<file path="src/rtl/ow_pkg.sv">
package ow_pkg;
    parameter int unsigned TCW = 10;
    localparam int unsigned NPH = 8;
    localparam int unsigned SLW = TCW + 1;
    localparam int unsigned BITS = 8;
    localparam int unsigned IDW = $clog2(BITS);

    typedef struct packed {
        logic [TCW-1:0] rst_lo;
        logic [TCW-1:0] rst_hi;
        logic [TCW-1:0] pres_smp;
        logic [TCW-1:0] short_smp;
        logic [TCW-1:0] one_lo;
        logic [TCW-1:0] rd_smp;
        logic [TCW-1:0] zero_lo;
        logic [TCW-1:0] recov;
    } ow_times_t;

    typedef enum logic [1:0] {
        OP_RESET = 2'b00,
        OP_BIT   = 2'b01,
        OP_BYTE  = 2'b10,
        OP_NONE  = 2'b11
    } ow_op_e;

    typedef enum logic [1:0] {
        ST_IDLE, ST_RLOW, ST_RHIGH, ST_SLOT
    } ow_state_e;

    typedef struct packed {
        logic           smp_short;
        logic           smp_pres;
        logic           smp_bit;
        logic [IDW-1:0] idx;
    } ow_strobe_t;

    function automatic logic [SLW-1:0] slot_len(ow_times_t t);
        return SLW'(t.zero_lo) + SLW'(t.recov);
    endfunction
endpackage

</file>
<file path="src/rtl/ow_time_latch.sv">
module ow_time_latch
    import ow_pkg::*;
(
    input  logic                 clk,
    input  logic                 rst,
    input  logic                 load,
    input  logic                 od,
    input  logic [NPH*TCW-1:0]   t_std,
    input  logic [NPH*TCW-1:0]   t_od,
    output ow_times_t            cur
);
    always_ff @(posedge clk) begin
        if (rst)       cur <= '0;
        else if (load) cur <= od ? ow_times_t'(t_od) : ow_times_t'(t_std);
    end
endmodule

</file>
<file path="src/rtl/ow_phase_ctrl.sv">
module ow_phase_ctrl
    import ow_pkg::*;
(
    input  logic            clk,
    input  logic            rst,
    input  logic            tick,
    input  logic            start,
    input  ow_op_e          op,
    input  logic [BITS-1:0] data,
    input  ow_times_t       tim,
    output logic            busy,
    output logic            pd,
    output logic            done,
    output ow_strobe_t      stb
);
    ow_state_e       state;
    logic [SLW-1:0]  cnt;
    logic [IDW-1:0]  idx;
    logic            byte_mode;
    logic [BITS-1:0] wdata;
    logic [SLW-1:0]  nxt;
    logic [SLW-1:0]  low_len;

    assign nxt     = cnt + SLW'(1);
    assign low_len = wdata[idx] ? SLW'(tim.one_lo) : SLW'(tim.zero_lo);
    assign busy    = (state != ST_IDLE);
    assign pd      = (state == ST_RLOW) || ((state == ST_SLOT) && (cnt < low_len));

    always_comb begin
        stb.smp_short = (state == ST_RHIGH) && tick && (cnt == SLW'(tim.short_smp));
        stb.smp_pres  = (state == ST_RHIGH) && tick && (cnt == SLW'(tim.pres_smp));
        stb.smp_bit   = (state == ST_SLOT)  && tick && (cnt == SLW'(tim.rd_smp));
        stb.idx       = idx;
    end

    always_ff @(posedge clk) begin
        if (rst) begin
            state     <= ST_IDLE;
            cnt       <= '0;
            idx       <= '0;
            byte_mode <= 1'b0;
            wdata     <= '0;
            done      <= 1'b0;
        end else begin
            done <= 1'b0;
            if (start) begin
                state     <= (op == OP_RESET) ? ST_RLOW : ST_SLOT;
                cnt       <= '0;
                idx       <= '0;
                byte_mode <= (op == OP_BYTE);
                wdata     <= data;
            end else if (tick) begin
                unique case (state)
                    ST_RLOW: begin
                        if (nxt >= SLW'(tim.rst_lo)) begin
                            state <= ST_RHIGH;
                            cnt   <= '0;
                        end else cnt <= nxt;
                    end
                    ST_RHIGH: begin
                        if (nxt >= SLW'(tim.rst_hi)) begin
                            state <= ST_IDLE;
                            cnt   <= '0;
                            done  <= 1'b1;
                        end else cnt <= nxt;
                    end
                    ST_SLOT: begin
                        if (nxt >= slot_len(tim)) begin
                            cnt <= '0;
                            if (byte_mode && (idx != IDW'(BITS-1))) begin
                                idx <= idx + IDW'(1);
                            end else begin
                                state <= ST_IDLE;
                                done  <= 1'b1;
                            end
                        end else cnt <= nxt;
                    end
                    default: cnt <= '0;
                endcase
            end
        end
    end

    AST_TICK_GATES_COUNT: assert property (@(posedge clk) disable iff (rst)
        (busy && !tick) |=> ($stable(cnt) && $stable(idx)));
    AST_DONE_LEAVES_IDLE: assert property (@(posedge clk) disable iff (rst)
        done |-> (!busy && !$past(done)));
    AST_SLOT_BOUND: assert property (@(posedge clk) disable iff (rst)
        (state == ST_SLOT && slot_len(tim) != '0) |-> (cnt < slot_len(tim)));
endmodule

</file>
<file path="src/rtl/ow_sampler.sv">
module ow_sampler
    import ow_pkg::*;
(
    input  logic            clk,
    input  logic            rst,
    input  logic            start,
    input  logic            start_reset,
    input  logic            line_in,
    input  ow_strobe_t      stb,
    output logic            presence,
    output logic            short_flag,
    output logic [BITS-1:0] rx
);
    always_ff @(posedge clk) begin
        if (rst) begin
            presence   <= 1'b0;
            short_flag <= 1'b0;
            rx         <= '0;
        end else if (start) begin
            rx <= '0;
            if (start_reset) begin
                presence   <= 1'b0;
                short_flag <= 1'b0;
            end
        end else begin
            if (stb.smp_short && !line_in) begin
                short_flag <= 1'b1;
                presence   <= 1'b0;
            end else if (stb.smp_pres) begin
                presence <= !line_in && !short_flag;
            end
            if (stb.smp_bit) rx[stb.idx] <= line_in;
        end
    end

    AST_SHORT_KILLS_PRES: assert property (@(posedge clk) disable iff (rst)
        short_flag |-> !presence);
endmodule

</file>
<file path="src/rtl/ow_slot_engine.sv">
module ow_slot_engine
    import ow_pkg::*;
(
    input  logic                 clk,
    input  logic                 rst,
    input  logic                 tick,
    input  logic                 cmd_valid,
    input  logic [1:0]           cmd_op,
    input  logic [7:0]           cmd_data,
    input  logic                 overdrive,
    input  logic [NPH*TCW-1:0]   t_std,
    input  logic [NPH*TCW-1:0]   t_od,
    input  logic                 line_in,
    output logic                 line_pd,
    output logic                 busy,
    output logic                 done,
    output logic                 presence,
    output logic                 short_flag,
    output logic [7:0]           rx_data
);
    ow_times_t  tim;
    ow_strobe_t stb;
    ow_op_e     op;
    logic       start;

    assign op    = ow_op_e'(cmd_op);
    assign start = cmd_valid && !busy && (op != OP_NONE);

    ow_time_latch u_time (
        .clk(clk), .rst(rst), .load(start), .od(overdrive),
        .t_std(t_std), .t_od(t_od), .cur(tim)
    );

    ow_phase_ctrl u_ctrl (
        .clk(clk), .rst(rst), .tick(tick), .start(start), .op(op),
        .data(cmd_data), .tim(tim), .busy(busy), .pd(line_pd),
        .done(done), .stb(stb)
    );

    ow_sampler u_smp (
        .clk(clk), .rst(rst), .start(start), .start_reset(op == OP_RESET),
        .line_in(line_in), .stb(stb), .presence(presence),
        .short_flag(short_flag), .rx(rx_data)
    );

    AST_IDLE_RELEASED: assert property (@(posedge clk) disable iff (rst)
        !busy |-> !line_pd);
    AST_ACCEPT_BUSY: assert property (@(posedge clk) disable iff (rst)
        (cmd_valid && !busy && cmd_op != 2'b11) |=> busy);
    AST_TIMING_FROZEN: assert property (@(posedge clk) disable iff (rst)
        (busy && $past(busy)) |-> $stable(tim));
    AST_IDLE_NO_STROBE: assert property (@(posedge clk) disable iff (rst)
        !busy |-> !(stb.smp_bit || stb.smp_pres || stb.smp_short));
endmodule

</file>
<file path="config.mk">
export PLATFORM = sky130hd
export DESIGN_NAME = ow_slot_engine
export DESIGN_NICKNAME = d
export VERILOG_FILES = /design/src/rtl/ow_pkg.sv /design/src/rtl/ow_time_latch.sv /design/src/rtl/ow_phase_ctrl.sv /design/src/rtl/ow_sampler.sv /design/src/rtl/ow_slot_engine.sv
export SDC_FILE = /design/constraint.sdc
export NUM_CORES = 1
export LEC_CHECK = 0
export BUFFER_PORTS_ARGS = -buffer_cell sky130_fd_sc_hd__buf_2
export CORE_ASPECT_RATIO = 0.75
export CORE_MARGIN = 4
export CORE_UTILIZATION = 26
export CTS_BUF_LIST = sky130_fd_sc_hd__clkbuf_16
export DETAILED_ROUTE_END_ITERATION = 7
export PLACE_DENSITY = 0.45
export SYNTH_ARGS = -nofsm -noshare
export SYNTH_HDL_FRONTEND = slang
export SYNTH_SLANG_ARGS = --single-unit
</file>
<file path="constraint.sdc">
create_clock -name clk -period 8.3 [get_ports clk]
set_input_delay 0.83 -clock clk [delete_from_list [all_inputs] [get_ports clk]]
set_output_delay 0.83 -clock clk [all_outputs]
set_load 0.02 [all_outputs]
</file>
==> metrics.md <==
| Metric | Value |
|---|---|
| Status | `complete, no violations` |
| Slew headroom | `0.291` |
| Worst Hold Class | `flop to flop` |
| Hpwl dp | `about 16000 microns` |
| Initial antenna violation count | `0` |
| Setup TNS | `0 ns` |
| Fmax | `~230 MHz` |
| Tightest Pin Transition | `about 1.1 ns` |
| End of the worst register-to-register path | `u_ctrl.cnt[7]` |
| Setup-failing EPs final | `0` |
| Worst EP arrival | `3.55 ns` |
| Worst skew pair latency | `between 0.4 and 0.5 ns` |
| Clk_skew | `just under 0.008 ns` |
| First-pass GRT wire length | `roughly 33000 microns` |
| Internal power | `approximately 1.3 mW` |
| Hold Buf Count CTS | `0` |
| Core Region | `approximately 26000 sq um` |
| Final Max Slew Viols | `0` |
| Netlist cell types | `54` |
| Share of cells above drive strength 1 | `0.247` |
| Fillers | `~2800` |
| Synth Instances | `slightly below 800` |
| R2R setup slack | `about 4.2 ns` |
| Fin crit period | `4.38 ns` |
| Cell taking the most area after synthesis | `dfxtp_1` |
| Switching Power | `a little under 600 uW` |
| Post-DR wirelength/cell | `around 17 microns` |
| Post-synth top cells | `dfxtp_1, nor2_1, mux2i_1, a211oi_1, ha_1` |
| Hold Fails Final Rpt | `0` |
| Clock sinks | `116` |
| Die width | `197 microns` |
| CP required | `roughly 7.5 ns` |
| Fin crit share | `0.528` |
| Synth Net Count | `around 1000` |
| Max Cap Viol | `0` |
| Vias | `between 6000 and 7000` |
| Combinational share of power | `0.222` |
| R2R cell count | `16` |
| GR Util All Layers | `0.146` |
| Post-CTS setup buffer count | `0` |
| Mapped Area | `6980 sq um` |
| Synth async-reset ratio | `0` |
| Setup crit end | `line_pd` |
| ANT nets after route | `0` |
| YS warnings | `0` |
| Port-buffer cells | `about 190` |
| Grt ovf | `0` |
| Clk slew on worst S/H paths | `roughly 0.06 ns` |
| Seq pwr share | `0.357` |
| Share of the synthesized area in the top cell type | `0.333` |
| Total CTS buffers | `17` |
| Net switching fraction of the power | `0.315` |
| Routed Wire Length | `roughly 21000 microns` |
| Die Area | `slightly below 30000 sq um` |
| Number of global-route vias before repair | `~5800` |
| CTS Root Buffer Type | `clkbuf_16` |
| RSZ-0062 raised after global routing | `false` |
| Area Growth Syn to Fin | `25.9%` |
| Routability cong. | `0.849` |
| ANT cells | `0` |
| Crit path launch type | `flop` |
| DR iter-0 viols | `310` |
| Initial Util | `0.267` |
| Detailed-route DRC error count | `0` |
| Crit. End Element | `output pin` |
| Vias/cell | `approximately 4.7` |
| Post-cts sizing count | `0` |
| CTS tree | `built` |
| Min-delay src | `u_ctrl.byte_mode` |
| Power Dens Cells | `212 nW/um^2` |
| Area contributors post-synth | `dfxtp_1, mux2i_1, ha_1, a211oi_1, nor2_1` |
| Worst-path fanout max | `11` |
| R2R Path Start | `u_time.cur[11]` |
| Post-synth EDFFs | `0` |
| Yosys reg bits | `around 120` |
| Final core occ | `0.336` |
| Top_reg_cell synth | `dfxtp_1` |
| Most frequent cell after synthesis | `dfxtp_1` |
| Die Y | `approximately 150 microns` |
| Max IR drop VDD | `116 uV` |
| Critical path class | `flop to output pin` |
| Number of I/O pins | `roughly 190` |
| H-tree depth | `4` |
| Fin nets | `1167` |
| Clk pwr share | `0.422` |
| Hold Slack | `0.449 ns` |
| Row cnt | `51` |
| Largest net degree at the start of global routing | `about 110` |
| First-pass DRT Iterations | `5` |
| Post-Syn Area per Cell | `8.98 sq um` |
| Clock tree buffer depth | `2` |
| Register area share after synthesis | `0.333` |
| CP Launch Point | `u_ctrl.idx[1]` |
| LEAKAGE | `slightly above 4 nW` |
-- sequential cells by signal, indices dropped and copies added (netlist names) --
register	flops
u_smp.rx	8
u_ctrl.state	2
u_ctrl.wdata	8
u_ctrl.idx	3
u_ctrl.byte_mode	1
u_ctrl.done	1
u_ctrl.cnt	11
u_time.cur	80
u_smp.short_flag	1
u_smp.presence	1
-- routing by layer --
metal | vias up | wire length [microns] | global-route usage
li1 | 3128 | - | -
met1 | 2700 | 11600 | 0.226
met2 | 159 | 8480 | 0.201
met3 | 14 | 1160 | 0.0315
met4 | 0 | 208 | 0.0381
met5 | - | 0 | 0
-- final cells by class --
cell class,instances,area (sq um),area share
sequential,116,2320,0.264
clock buffer,17,425,0.0484
timing repair buffer,194,991,0.113
clock inverter,15,191,0.0218
inverter,32,120,0.0137
multi-input combinational,572,4300,0.490
tap,344,430,0.0490
-- worst min-delay path by stage --
stage,end,cells after the start
6_report,u_ctrl.byte_mode,2
5_1_grt,u_smp.rx[0],2
4_1_cts,u_ctrl.byte_mode,2
3_5_place_dp,u_ctrl.byte_mode,2
3_3_place_gp,u_ctrl.byte_mode,2
2_1_floorplan,u_ctrl.byte_mode,2
-- through the flow --
stage | setup WS [ns] | cells | area (sq um) | power, mW
after floorplan | 4.78 | 777 | 6980 | 0.948
after global placement | 4.40 | 1258 | 8160 | 1.09
after detailed placement | 4.33 | 1258 | 8160 | 1.09
after CTS | 3.87 | 1290 | 8780 | 1.89
after global routing | 3.66 | 1290 | 8780 | 1.97
final | 3.92 | 1290 | 8780 | 1.86
-- cells in the final DEF, fill, tap and decap left out, drive strengths merged, types with 3 or more instances in the layout --
cell type    n
ha          57
nor4         7
mux2i      103
nand3       12
o2111ai      5
inv         40
a31oi        4
a21oi       28
nand2       38
xor2        37
and4         3
o31ai        3
nand3b       6
nand4        3
dfxtp      116
nor3         7
buf        194
nor2       104
nand2b       4
a2111oi      4
a211oi      81
a32o         8
clkbuf      17
a21o        11
bufinv       3
o21ai        8
xnor2        9
nor2b        4
-- cells by family (layout without fill, tap and decap cells) --
kind of cell | Yosys count | in the layout | synth area share
flip-flops | 116 | 116 | 0.333
multiplexers | 105 | 105 | 0.154
AO/OA/AOI/OAI | 165 | 165 | 0.171
buffers and inverters | 89 | 258 | 0.0522
AND/OR/NAND/NOR | 198 | 198 | 0.127
XOR/XNOR | 46 | 46 | 0.0578
adder cells (fa/ha/maj) | 58 | 58 | 0.105
-- worst max-delay path, cell delays in order, from the launching register on --
cell and delay (ns):
dfxtp_1 0.57, mux4_2 0.56, mux2i_1 0.14, buf_4 0.26
mux2i_1 0.24, ha_1 0.27, a21oi_1 0.17, a211oi_1 0.09
or4b_1 0.48, o21bai_2 0.15, buf_2 0.19
-- power groups by stage --
| stage | clock network [mW] | logic, mW | registers [mW] |
|---|---|---|---|
| after global placement | 0 | 0.415 | 0.675 |
| after global routing | 0.832 | 0.470 | 0.671 |
| after detailed placement | 0 | 0.416 | 0.676 |
| after CTS | 0.806 | 0.418 | 0.664 |
| final | 0.784 | 0.412 | 0.663 |
| after floorplan | 0 | 0.290 | 0.658 |
Power figures use the tool's default switching activity.
